--- src/rtl/qpc_pkg.sv ---
package qpc_pkg;

  localparam logic [1:0] ADDR_MODE   = 2'd0;
  localparam logic [1:0] ADDR_CTRL   = 2'd1;
  localparam logic [1:0] ADDR_COUNT  = 2'd2;
  localparam logic [1:0] ADDR_RELOAD = 2'd3;

  localparam int MODE_NORELOAD_BIT = 6;
  localparam int MODE_QUAD_BIT     = 7;
  localparam logic [5:0] MODE_TWOPH_PATTERN = 6'b010001;

  localparam int STYLE_GATED  = 0;
  localparam int STYLE_QUAD   = 1;
  localparam int STYLE_SELECT = 2;

  typedef struct packed {
    logic up;
    logic dn;
  } step_t;

endpackage

--- src/rtl/qpc_sync.sv ---
module qpc_sync #(
  parameter int STAGES = 2
) (
  input  logic clk,
  input  logic rst,
  input  logic pin_i,
  output logic level_o,
  output logic chg_o
);

  logic [STAGES-1:0] sh_q;
  logic              prev_q;

  genvar g;
  generate
    for (g = 0; g < STAGES; g++) begin : g_stage
      if (g == 0) begin : g_first
        always_ff @(posedge clk) begin
          if (rst) sh_q[0] <= 1'b0;
          else     sh_q[0] <= pin_i;
        end
      end else begin : g_next
        always_ff @(posedge clk) begin
          if (rst) sh_q[g] <= 1'b0;
          else     sh_q[g] <= sh_q[g-1];
        end
      end
    end
  endgenerate

  always_ff @(posedge clk) begin
    if (rst) prev_q <= 1'b0;
    else     prev_q <= sh_q[STAGES-1];
  end

  assign level_o = sh_q[STAGES-1];
  assign chg_o   = sh_q[STAGES-1] ^ prev_q;

endmodule

--- src/rtl/qpc_decode.sv ---
module qpc_decode
  import qpc_pkg::*;
(
  input  logic  a_lvl_i,
  input  logic  b_lvl_i,
  input  logic  a_chg_i,
  input  logic  b_chg_i,
  input  logic  twoph_i,
  input  logic  quad_i,
  output step_t step_o
);

  logic only_a;
  logic only_b;

  assign only_a = a_chg_i & ~b_chg_i;
  assign only_b = b_chg_i & ~a_chg_i;

  always_comb begin
    step_o = '0;
    if (!twoph_i) begin
      // plain event counting on B rising edges
      step_o.up = b_chg_i & b_lvl_i;
    end else if (quad_i) begin
      if (only_a) begin
        step_o.up = (a_lvl_i != b_lvl_i);
        step_o.dn = (a_lvl_i == b_lvl_i);
      end else if (only_b) begin
        step_o.up = (b_lvl_i == a_lvl_i);
        step_o.dn = (b_lvl_i != a_lvl_i);
      end
    end else begin
      if (only_b && a_lvl_i) begin
        step_o.up = b_lvl_i;
        step_o.dn = ~b_lvl_i;
      end
    end
  end

endmodule

--- src/rtl/qpc_core.sv ---
module qpc_core
  import qpc_pkg::*;
#(
  parameter int CNT_W = 16
) (
  input  logic             clk,
  input  logic             rst,
  input  logic             run_i,
  input  step_t            step_i,
  input  logic             ld_cnt_i,
  input  logic             ld_rel_i,
  input  logic [CNT_W-1:0] wdata_i,
  input  logic             norel_i,
  output logic [CNT_W-1:0] count_o,
  output logic [CNT_W-1:0] reload_o,
  output logic             wrap_o
);

  localparam logic [CNT_W-1:0] TOP  = '1;
  localparam logic [CNT_W-1:0] ZERO = '0;
  localparam logic [CNT_W-1:0] ONE  = {{(CNT_W-1){1'b0}}, 1'b1};

  logic [CNT_W-1:0] cnt_q;
  logic [CNT_W-1:0] rel_q;
  logic             wrap_q;

  always_ff @(posedge clk) begin
    if (rst) begin
      cnt_q  <= ZERO;
      rel_q  <= ZERO;
      wrap_q <= 1'b0;
    end else begin
      wrap_q <= 1'b0;
      if (ld_cnt_i) begin
        cnt_q <= wdata_i;
        rel_q <= wdata_i;
      end else begin
        if (ld_rel_i) rel_q <= wdata_i;
        if (run_i && step_i.up) begin
          if (cnt_q == TOP) begin
            cnt_q  <= ZERO;
            wrap_q <= 1'b1;
          end else begin
            cnt_q <= cnt_q + ONE;
          end
        end else if (run_i && step_i.dn) begin
          if (cnt_q == ZERO) begin
            cnt_q  <= norel_i ? TOP : rel_q;
            wrap_q <= 1'b1;
          end else begin
            cnt_q <= cnt_q - ONE;
          end
        end
      end
    end
  end

  assign count_o  = cnt_q;
  assign reload_o = rel_q;
  assign wrap_o   = wrap_q;

endmodule

--- src/rtl/qpc_counter.sv ---
module qpc_counter
  import qpc_pkg::*;
#(
  parameter int CNT_W       = 16,
  parameter int MODE_W      = 8,
  parameter int STYLE       = STYLE_SELECT,
  parameter int SYNC_STAGES = 2
) (
  input  logic             clk,
  input  logic             rst,
  input  logic             phase_a_i,
  input  logic             phase_b_i,
  input  logic             wr_en_i,
  input  logic [1:0]       wr_addr_i,
  input  logic [CNT_W-1:0] wr_data_i,
  input  logic [1:0]       rd_addr_i,
  output logic [CNT_W-1:0] rd_data_o,
  output logic [CNT_W-1:0] count_o,
  output logic             wrap_o
);

  localparam int PAD_MODE = CNT_W - MODE_W;
  localparam int PAD_CTRL = CNT_W - 2;

  logic [MODE_W-1:0] mode_q;
  logic              start_q;
  logic              twoph_q;
  logic [CNT_W-1:0]  rd_q;

  logic a_lvl, a_chg, b_lvl, b_chg;
  logic twoph_act, quad_eff;
  logic ld_cnt, ld_rel;
  step_t step;
  logic [CNT_W-1:0] count_w, reload_w;
  logic wrap_w;

  // register writes
  always_ff @(posedge clk) begin
    if (rst) begin
      mode_q  <= '0;
      start_q <= 1'b0;
      twoph_q <= 1'b0;
    end else if (wr_en_i) begin
      if (wr_addr_i == ADDR_MODE) mode_q <= wr_data_i[MODE_W-1:0];
      if (wr_addr_i == ADDR_CTRL) begin
        start_q <= wr_data_i[0];
        twoph_q <= wr_data_i[1];
      end
    end
  end

  assign ld_cnt = wr_en_i && (wr_addr_i == ADDR_COUNT) && !start_q;
  assign ld_rel = wr_en_i && (wr_addr_i == ADDR_COUNT) &&  start_q;

  assign twoph_act = twoph_q && (mode_q[5:0] == MODE_TWOPH_PATTERN);

  generate
    if (STYLE == STYLE_SELECT) begin : g_sel
      assign quad_eff = mode_q[MODE_QUAD_BIT];
    end else if (STYLE == STYLE_QUAD) begin : g_quad
      assign quad_eff = 1'b1;
    end else begin : g_gated
      assign quad_eff = 1'b0;
    end
  endgenerate

  qpc_sync #(.STAGES(SYNC_STAGES)) u_sync_a (
    .clk(clk), .rst(rst), .pin_i(phase_a_i), .level_o(a_lvl), .chg_o(a_chg)
  );

  qpc_sync #(.STAGES(SYNC_STAGES)) u_sync_b (
    .clk(clk), .rst(rst), .pin_i(phase_b_i), .level_o(b_lvl), .chg_o(b_chg)
  );

  qpc_decode u_decode (
    .a_lvl_i(a_lvl), .b_lvl_i(b_lvl), .a_chg_i(a_chg), .b_chg_i(b_chg),
    .twoph_i(twoph_act), .quad_i(quad_eff), .step_o(step)
  );

  qpc_core #(.CNT_W(CNT_W)) u_core (
    .clk(clk), .rst(rst), .run_i(start_q), .step_i(step),
    .ld_cnt_i(ld_cnt), .ld_rel_i(ld_rel), .wdata_i(wr_data_i),
    .norel_i(mode_q[MODE_NORELOAD_BIT]),
    .count_o(count_w), .reload_o(reload_w), .wrap_o(wrap_w)
  );

  // registered readback
  always_ff @(posedge clk) begin
    if (rst) begin
      rd_q <= '0;
    end else begin
      case (rd_addr_i)
        ADDR_MODE:   rd_q <= {{PAD_MODE{1'b0}}, mode_q};
        ADDR_CTRL:   rd_q <= {{PAD_CTRL{1'b0}}, twoph_q, start_q};
        ADDR_COUNT:  rd_q <= count_w;
        default:     rd_q <= reload_w;
      endcase
    end
  end

  assign rd_data_o = rd_q;
  assign count_o   = count_w;
  assign wrap_o    = wrap_w;

endmodule

--- config.mk ---
export PLATFORM = sky130hd
export DESIGN_NAME = qpc_counter
export DESIGN_NICKNAME = d
export VERILOG_FILES = /design/src/rtl/qpc_pkg.sv /design/src/rtl/qpc_sync.sv /design/src/rtl/qpc_decode.sv /design/src/rtl/qpc_core.sv /design/src/rtl/qpc_counter.sv
export SDC_FILE = /design/constraint.sdc
export NUM_CORES = 1
export LEC_CHECK = 0
export BUFFER_PORTS_ARGS = -buffer_cell sky130_fd_sc_hd__buf_2
export CORE_ASPECT_RATIO = 1.75
export CORE_MARGIN = 4
export CORE_UTILIZATION = 47
export DETAILED_ROUTE_END_ITERATION = 10
export PLACE_DENSITY = 0.68
export SLEW_MARGIN = 20
export SYNTH_ARGS = -nofsm -noshare
export SYNTH_HDL_FRONTEND = slang
export SYNTH_HIERARCHICAL = 1
export SYNTH_SLANG_ARGS = --single-unit
--- constraint.sdc ---
create_clock -name clk -period 3.03 [get_ports clk]
set_input_delay 0.1515 -clock clk [delete_from_list [all_inputs] [get_ports clk]]
set_output_delay 0.1515 -clock clk [all_outputs]
set_load 0.02 [all_outputs]
**Yosys cells after proc, flatten, opt, wreduce, memory -nomap -nowiden**

Cells that the tools add are included.
Widths: inputs -> output; s select.

- Div/mod/pow operators: 0
- Equal/unequal tests: 10
- $add $sub $neg: 2
- Magnitude comparators: 0
- Multiplexer cells: 19
- Shift operators: 0
- Multiply operators: 0
- Reductions and logical operators: 16
- Bitwise gates (word level): 8

Operators with widths:

| operator | number |
|---|---|
| $mux 16 | 8 |
| $pmux 16 s3 | 1 |
| $add 16x1->16 const B | 1 |
| $eq 16x16->1 const B | 1 |
| $logic_not 16->1 | 1 |
| $sub 16x1->16 const B | 1 |
| $mux 2 | 4 |
| $logic_and 1x1->1 | 7 |
| $eq 6x5->1 const B | 1 |
| $mux 1 | 6 |
| $eq 2x1->1 const B | 2 |
| $eq 2x2->1 const B | 2 |
| $logic_not 2->1 | 2 |
| $reduce_and 2->1 | 2 |
| $and 1x1->1 | 3 |
| $not 1->1 | 3 |
| $reduce_bool 3->1 | 1 |
| $eq 1x1->1 | 2 |
| $ne 1x1->1 | 2 |
| $reduce_bool 2->1 | 1 |
| $reduce_or 2->1 | 1 |
| $xor 1x1->1 | 2 |
| $logic_not 1->1 | 1 |

- Latch bits: 0
- RAM bits: 0
- Register bits: 65
- Output and inout port bits: 33
- Logic and storage cells: 68
- Input port bits: 25
- ROM bits: 0
- Memories: 0

**Depth between registers and ports, before layout**

- Word-level depth: 11
- Gate-level depth with buffers: 11
- Depth with buffers taken out: 10

**By module**

Netlist, hierarchy kept.

By module, submodules not included:

| module | area each (sq um) | times used | cells an instance | seq. area each (sq um) |
|---|---|---|---|---|
| qpc_core | 2,343.5 | 1 | 318 | 660.6 |
| qpc_counter | 1,107.3 | 1 | 102 | 520.5 |
| qpc_sync | 87.6 | 2 | 7 | 60.1 |
| qpc_decode | 95.1 | 1 | 14 | 0.0 |

**Worst setup path after synthesis**

Ideal clock, no wire load.

- Path type: flip-flop to flip-flop
- Start: register u_sync_b.sh_q[1], in the netlist u_sync_b/level_o
- End: register u_core.cnt_q[15], in the netlist u_core/count_o[15]
- Slack: 0.365 ns
- Setup time: 0.091 ns
- Arrival time: 2.574 ns
- Stages on the path, launching flop included: 11
- Path buffers: 0
- Period minus slack after synthesis: 2.665 ns
- Required time: 2.939 ns
- Cells stage by stage: dfxtp_1 -> xor2_1 -> or4b_1 -> o21ai_1 -> a31o_1 -> nand2_1 -> nor2_1 -> o21ai_0 -> a21o_1 -> o2bb2ai_1 -> a311oi_1

RTL lines:

| element | RTL line | RTL |
|---|---|---|
| start: declaration | qpc_sync.sv:11 | `logic [STAGES-1:0] sh_q;` |
| start signal: indexed assignment | qpc_sync.sv:25 | `else sh_q[g] <= sh_q[g-1];` |
| end signal: assignment | qpc_core.sv:35 | `cnt_q <= wdata_i;` |
| end signal: assignment | qpc_core.sv:44 | `cnt_q <= cnt_q + ONE;` |
| end signal: assignment | qpc_core.sv:48 | `cnt_q <= norel_i ? TOP : rel_q;` |
| end: declaration | qpc_core.sv:23 | `logic [CNT_W-1:0] cnt_q;` |

==> results by group <==
Synth
  – Synth Net Count: between 400 and 500
  – Netlist Area Pre-Place: between 3000 and 4000 um^2
  – Yosys warnings: 6
  – Synth async-reset ratio: 0
  – Syn_area_per_cell: a little over 8 um^2
  – Yosys reg bits: 65
  – Synth cell types: 64
  – EDFF count, synth: 0
  – Post-synth top flop: dfxtp_1
  – Seq/Total Area, Yosys: 0.350
  – Synth Instances: 448

Critical path
  – Critical path endpoint: u_core/count_o[3]
  – Reg-to-Reg Start: u_sync_a/level_o
  – Worst path most repeated cell: o21ai_1
  – Family with the most delay on the worst path: simple AND/OR/NAND/NOR gates
  – Crit path largest cell delay: about 480 ps
  – Reg2Reg Depth: 10
  – Slowest cell on crit path: or4b_1
  – CP Launch Type: flop
  – Bufs and invs on worst path: 0
  – Levels on crit path: 10
  – Flop-to-flop setup slack: about 320 ps
  – Worst Path Arrival: slightly below 3000 ps
  – CP endpoint kind: flop
  – Worst path cell trace: xor2_1 -> or4b_1 -> o21ai_1 -> a31o_1 -> nand2_1 -> nor2_1 -> o21ai_1 -> o21ai_0 -> a211oi_1 -> nor4_1
  – Max Fanout on Critical Path: 8
  – Reg-to-reg endpoint: u_core/count_o[3]
  – CP Data Required Time: between 3000 and 4000 ps
  – Crit path launch: u_sync_a/level_o
  – CP Class: reg -> reg

Detailed routing
  – Total Wirelength: around 12 mm
  – Remaining DRCs: 0
  – Vias: between 3000 and 4000
  – DRC marker count from the first detailed-route iteration: 273
  – Routed len/inst: between 15 and 20 um
  – Vias per cell: 6.19
  – DRT antenna net count: 0
  – DRT Pass-1 Iters: 5

Power
  – Final total power: ~2.6 mW
  – Sw power: 0.777 mW
  – Clock share of power: 0.413
  – Sequential Power Share: 0.358
  – Leakage: roughly 1.8 nW
  – Int Pwr: 1.84 mW
  – P per Cell Area: slightly below 600 nW/um^2
  – Combinational power share: 0.229
  – Sw Share: 0.297
  – Max IR drop VDD: ~0.00035 V

Worst hold path
  – Hold Path Class: in -> reg
  – Worst Min Path Start: phase_a_i

Timing
  – Unrepaired setup endpoints after global routing: no
  – Post-route clock period utilization: 0.895
  – Worst slew margin: 0.463
  – Final Critical Period: 2710 ps
  – Final Hold Viols: 0
  – Max-slew violations: 0
  – Setup_tns: 0 ps
  – Final setup violation count: 0
  – Achievable Freq: approximately 0.37 GHz
  – Slew at the pin closest to its max-slew limit: 806 ps
  – Clk_skew: approximately 6.6 ps

Floorplan
  – Die Width: approximately 75 um
  – Std cell rows: 42
  – Die area: about 9500 um^2
  – Die height: 126 um
  – Starting Density: 0.488
  – Ports: 58
  – Floorplan Core Area: between 7000 and 8000 um^2

Clocking
  – CTS tree: built
  – Reg clk slew, reported paths: about 60 ps
  – # hold bufs at CTS: 0
  – Clk sinks: 65
  – Clock Latency Late Sink: between 300 and 400 ps
  – H-tree levels: 3
  – Longest Clk Path Bufs: 2
  – Total CTS buffers: 9
  – Root Driver: clkbuf_16

Global route
  – Overflow after GRT: 0
  – Initial antenna violation count: 0
  – Tot GR Track Use: 0.257
  – First-pass GRT wire length: 18.5 mm
  – Vias in the first global route: ~3700
  – Largest net degree at the start of global routing: 44

Cells and area
  – Layout Nets: 532
  – Final instance area: about 4400 um^2
  – Fillcell total: ~700
  – Layout cells sized above 1: 0.212
  – Area grow syn2layout: 18.4%
  – # diodes: 0

Run
  – Max Cap Viol: 0

Placed design
  – I/O Buffers: between 50 and 60
  – Placed Instance Area: between 4000 and 5000 um^2
  – Dpl hpwl: 7.99 mm
  – GPL Wtd Cong: ~0.93

Status
  – Status: completed
-- worst min path at each step --
stage / end / slack, ps / cells past startpoint
3_3_place_gp: u_sync_a/sh_q[0] / 370 / 2
5_1_grt: u_sync_b/sh_q[0] / 50 / 2
3_5_place_dp: u_sync_b/sh_q[0] / 380 / 2
4_1_cts: u_sync_a/sh_q[0] / 20 / 2
6_report: u_sync_a/sh_q[0] / 30 / 2
2_1_floorplan: u_sync_a/level_o / 220 / 1
-- cell type report --
cell class	instances	area [um^2]	area share
Tap cell	88	110	0.0250
Sequential cell	65	1300	0.296
Multi-Input combinational cell	345	2220	0.505
Inverter	5	18.8	0.00426
Timing Repair Buffer	78	443	0.101
Clock buffer	14	274	0.0622
Clock inverter	2	35.0	0.00795
-- power by group through the flow --
| stage | registers, mW | logic (mW) | clock network, mW |
|---|---|---|---|
| 6_report | 0.937 | 0.600 | 1.08 |
| 5_1_grt | 0.943 | 0.653 | 1.13 |
| 4_1_cts | 0.936 | 0.592 | 1.09 |
| 3_5_place_dp | 0.954 | 0.587 | 0 |
| 3_3_place_gp | 0.952 | 0.576 | 0 |
| 2_1_floorplan | 0.959 | 0.406 | 0 |
-- cell families after synthesis --
| kind of cell | share of synthesized area |
|---|---|
| AND/OR/NAND/NOR | 0.286 |
| AO/OA/AOI/OAI | 0.173 |
| adder cells (fa/ha/maj) | 0.0101 |
| flip-flops | 0.350 |
| XOR/XNOR | 0.0377 |
| buffers and inverters | 0.0592 |
| multiplexers | 0.0847 |
-- cell usage after synthesis, types with 4 or more instances --
master    number  area [um^2]
xnor2_1       10         87.6
a21oi_1       34          170
nor4_1         5         31.3
nor4b_1        4         35.0
and3_1         4         25.0
mux2i_1       27          270
buf_2          7         35.0
a211oi_1       8         60.1
nor3_1        13         65.1
and2_1         4         25.0
nor2b_1       12         75.1
o22ai_1        9         56.3
a221oi_1       6         52.6
nand2_1       55          206
nand2b_1      23          144
nor2_1        38          143
nand4_1        7         43.8
inv_1          5         18.8
clkbuf_1      15         56.3
o21ai_0       14         70.1
buf_4          5         37.5
o31ai_1        4         30.0
dfxtp_1       65         1300
nand3_1        5         25.0
xor2_1         6         52.6
-- cell usage in the layout, fill, tap and decap left out, types with 4 or more instances in the layout --
cell	synthesis	final
dfxtp_1	65	64
nand2b_1	23	23
nand4_1	7	7
clkbuf_16	0	9
nor2_1	38	38
nor2b_1	12	12
nor3_1	13	13
buf_4	5	21
xnor2_1	10	10
and3_1	4	4
o22ai_1	9	9
buf_2	7	57
a221oi_1	6	6
o21ai_0	14	13
inv_1	5	5
o31ai_1	4	4
nand2_1	55	55
nor4_1	5	5
a21oi_1	34	34
nand3_1	5	5
mux2i_1	27	27
a211oi_1	8	8
nor4b_1	4	4
xor2_1	6	5
-- state kept, by name (all words and copies together), names as in the netlist --
register,cells
start_q,1
u_sync_a/prev_q,1
u_sync_a/level_o,1
u_sync_b/level_o,1
u_core/reload_o,16
u_sync_b/prev_q,1
u_sync_a/sh_q,1
u_core/count_o,16
twoph_q,1
u_core/wrap_o,1
u_sync_b/sh_q,1
rd_data_o,16
mode_q,8
-- per-stage QoR --
step                       util  setup slack (ps)  hold WS (ps)  cells
after CTS                 0.577               144          24.5    597
after global routing      0.578              35.5          52.8    597
final                     0.578               318          26.9    597
after detailed placement  0.536               143           378    581
after global placement    0.536               318           372    581
after floorplan               -               365           223    448
-- per-layer routing --
layer,up-vias,part of all wire,track usage
met1,1755,0.38,0.276
met5,-,0,0
met4,0,0.050,0.177
met2,155,0.52,0.435
met3,44,0.050,0.0439
li1,1740,-,-
-- timing repair --
action / 4_1_cts / 5_1_grt
setup endpoints to repair: 0 / 7
gates resized for setup: 0 / 4
buffers inserted: 0 / 0
Note: power is estimated with default switching activity, not from simulation.
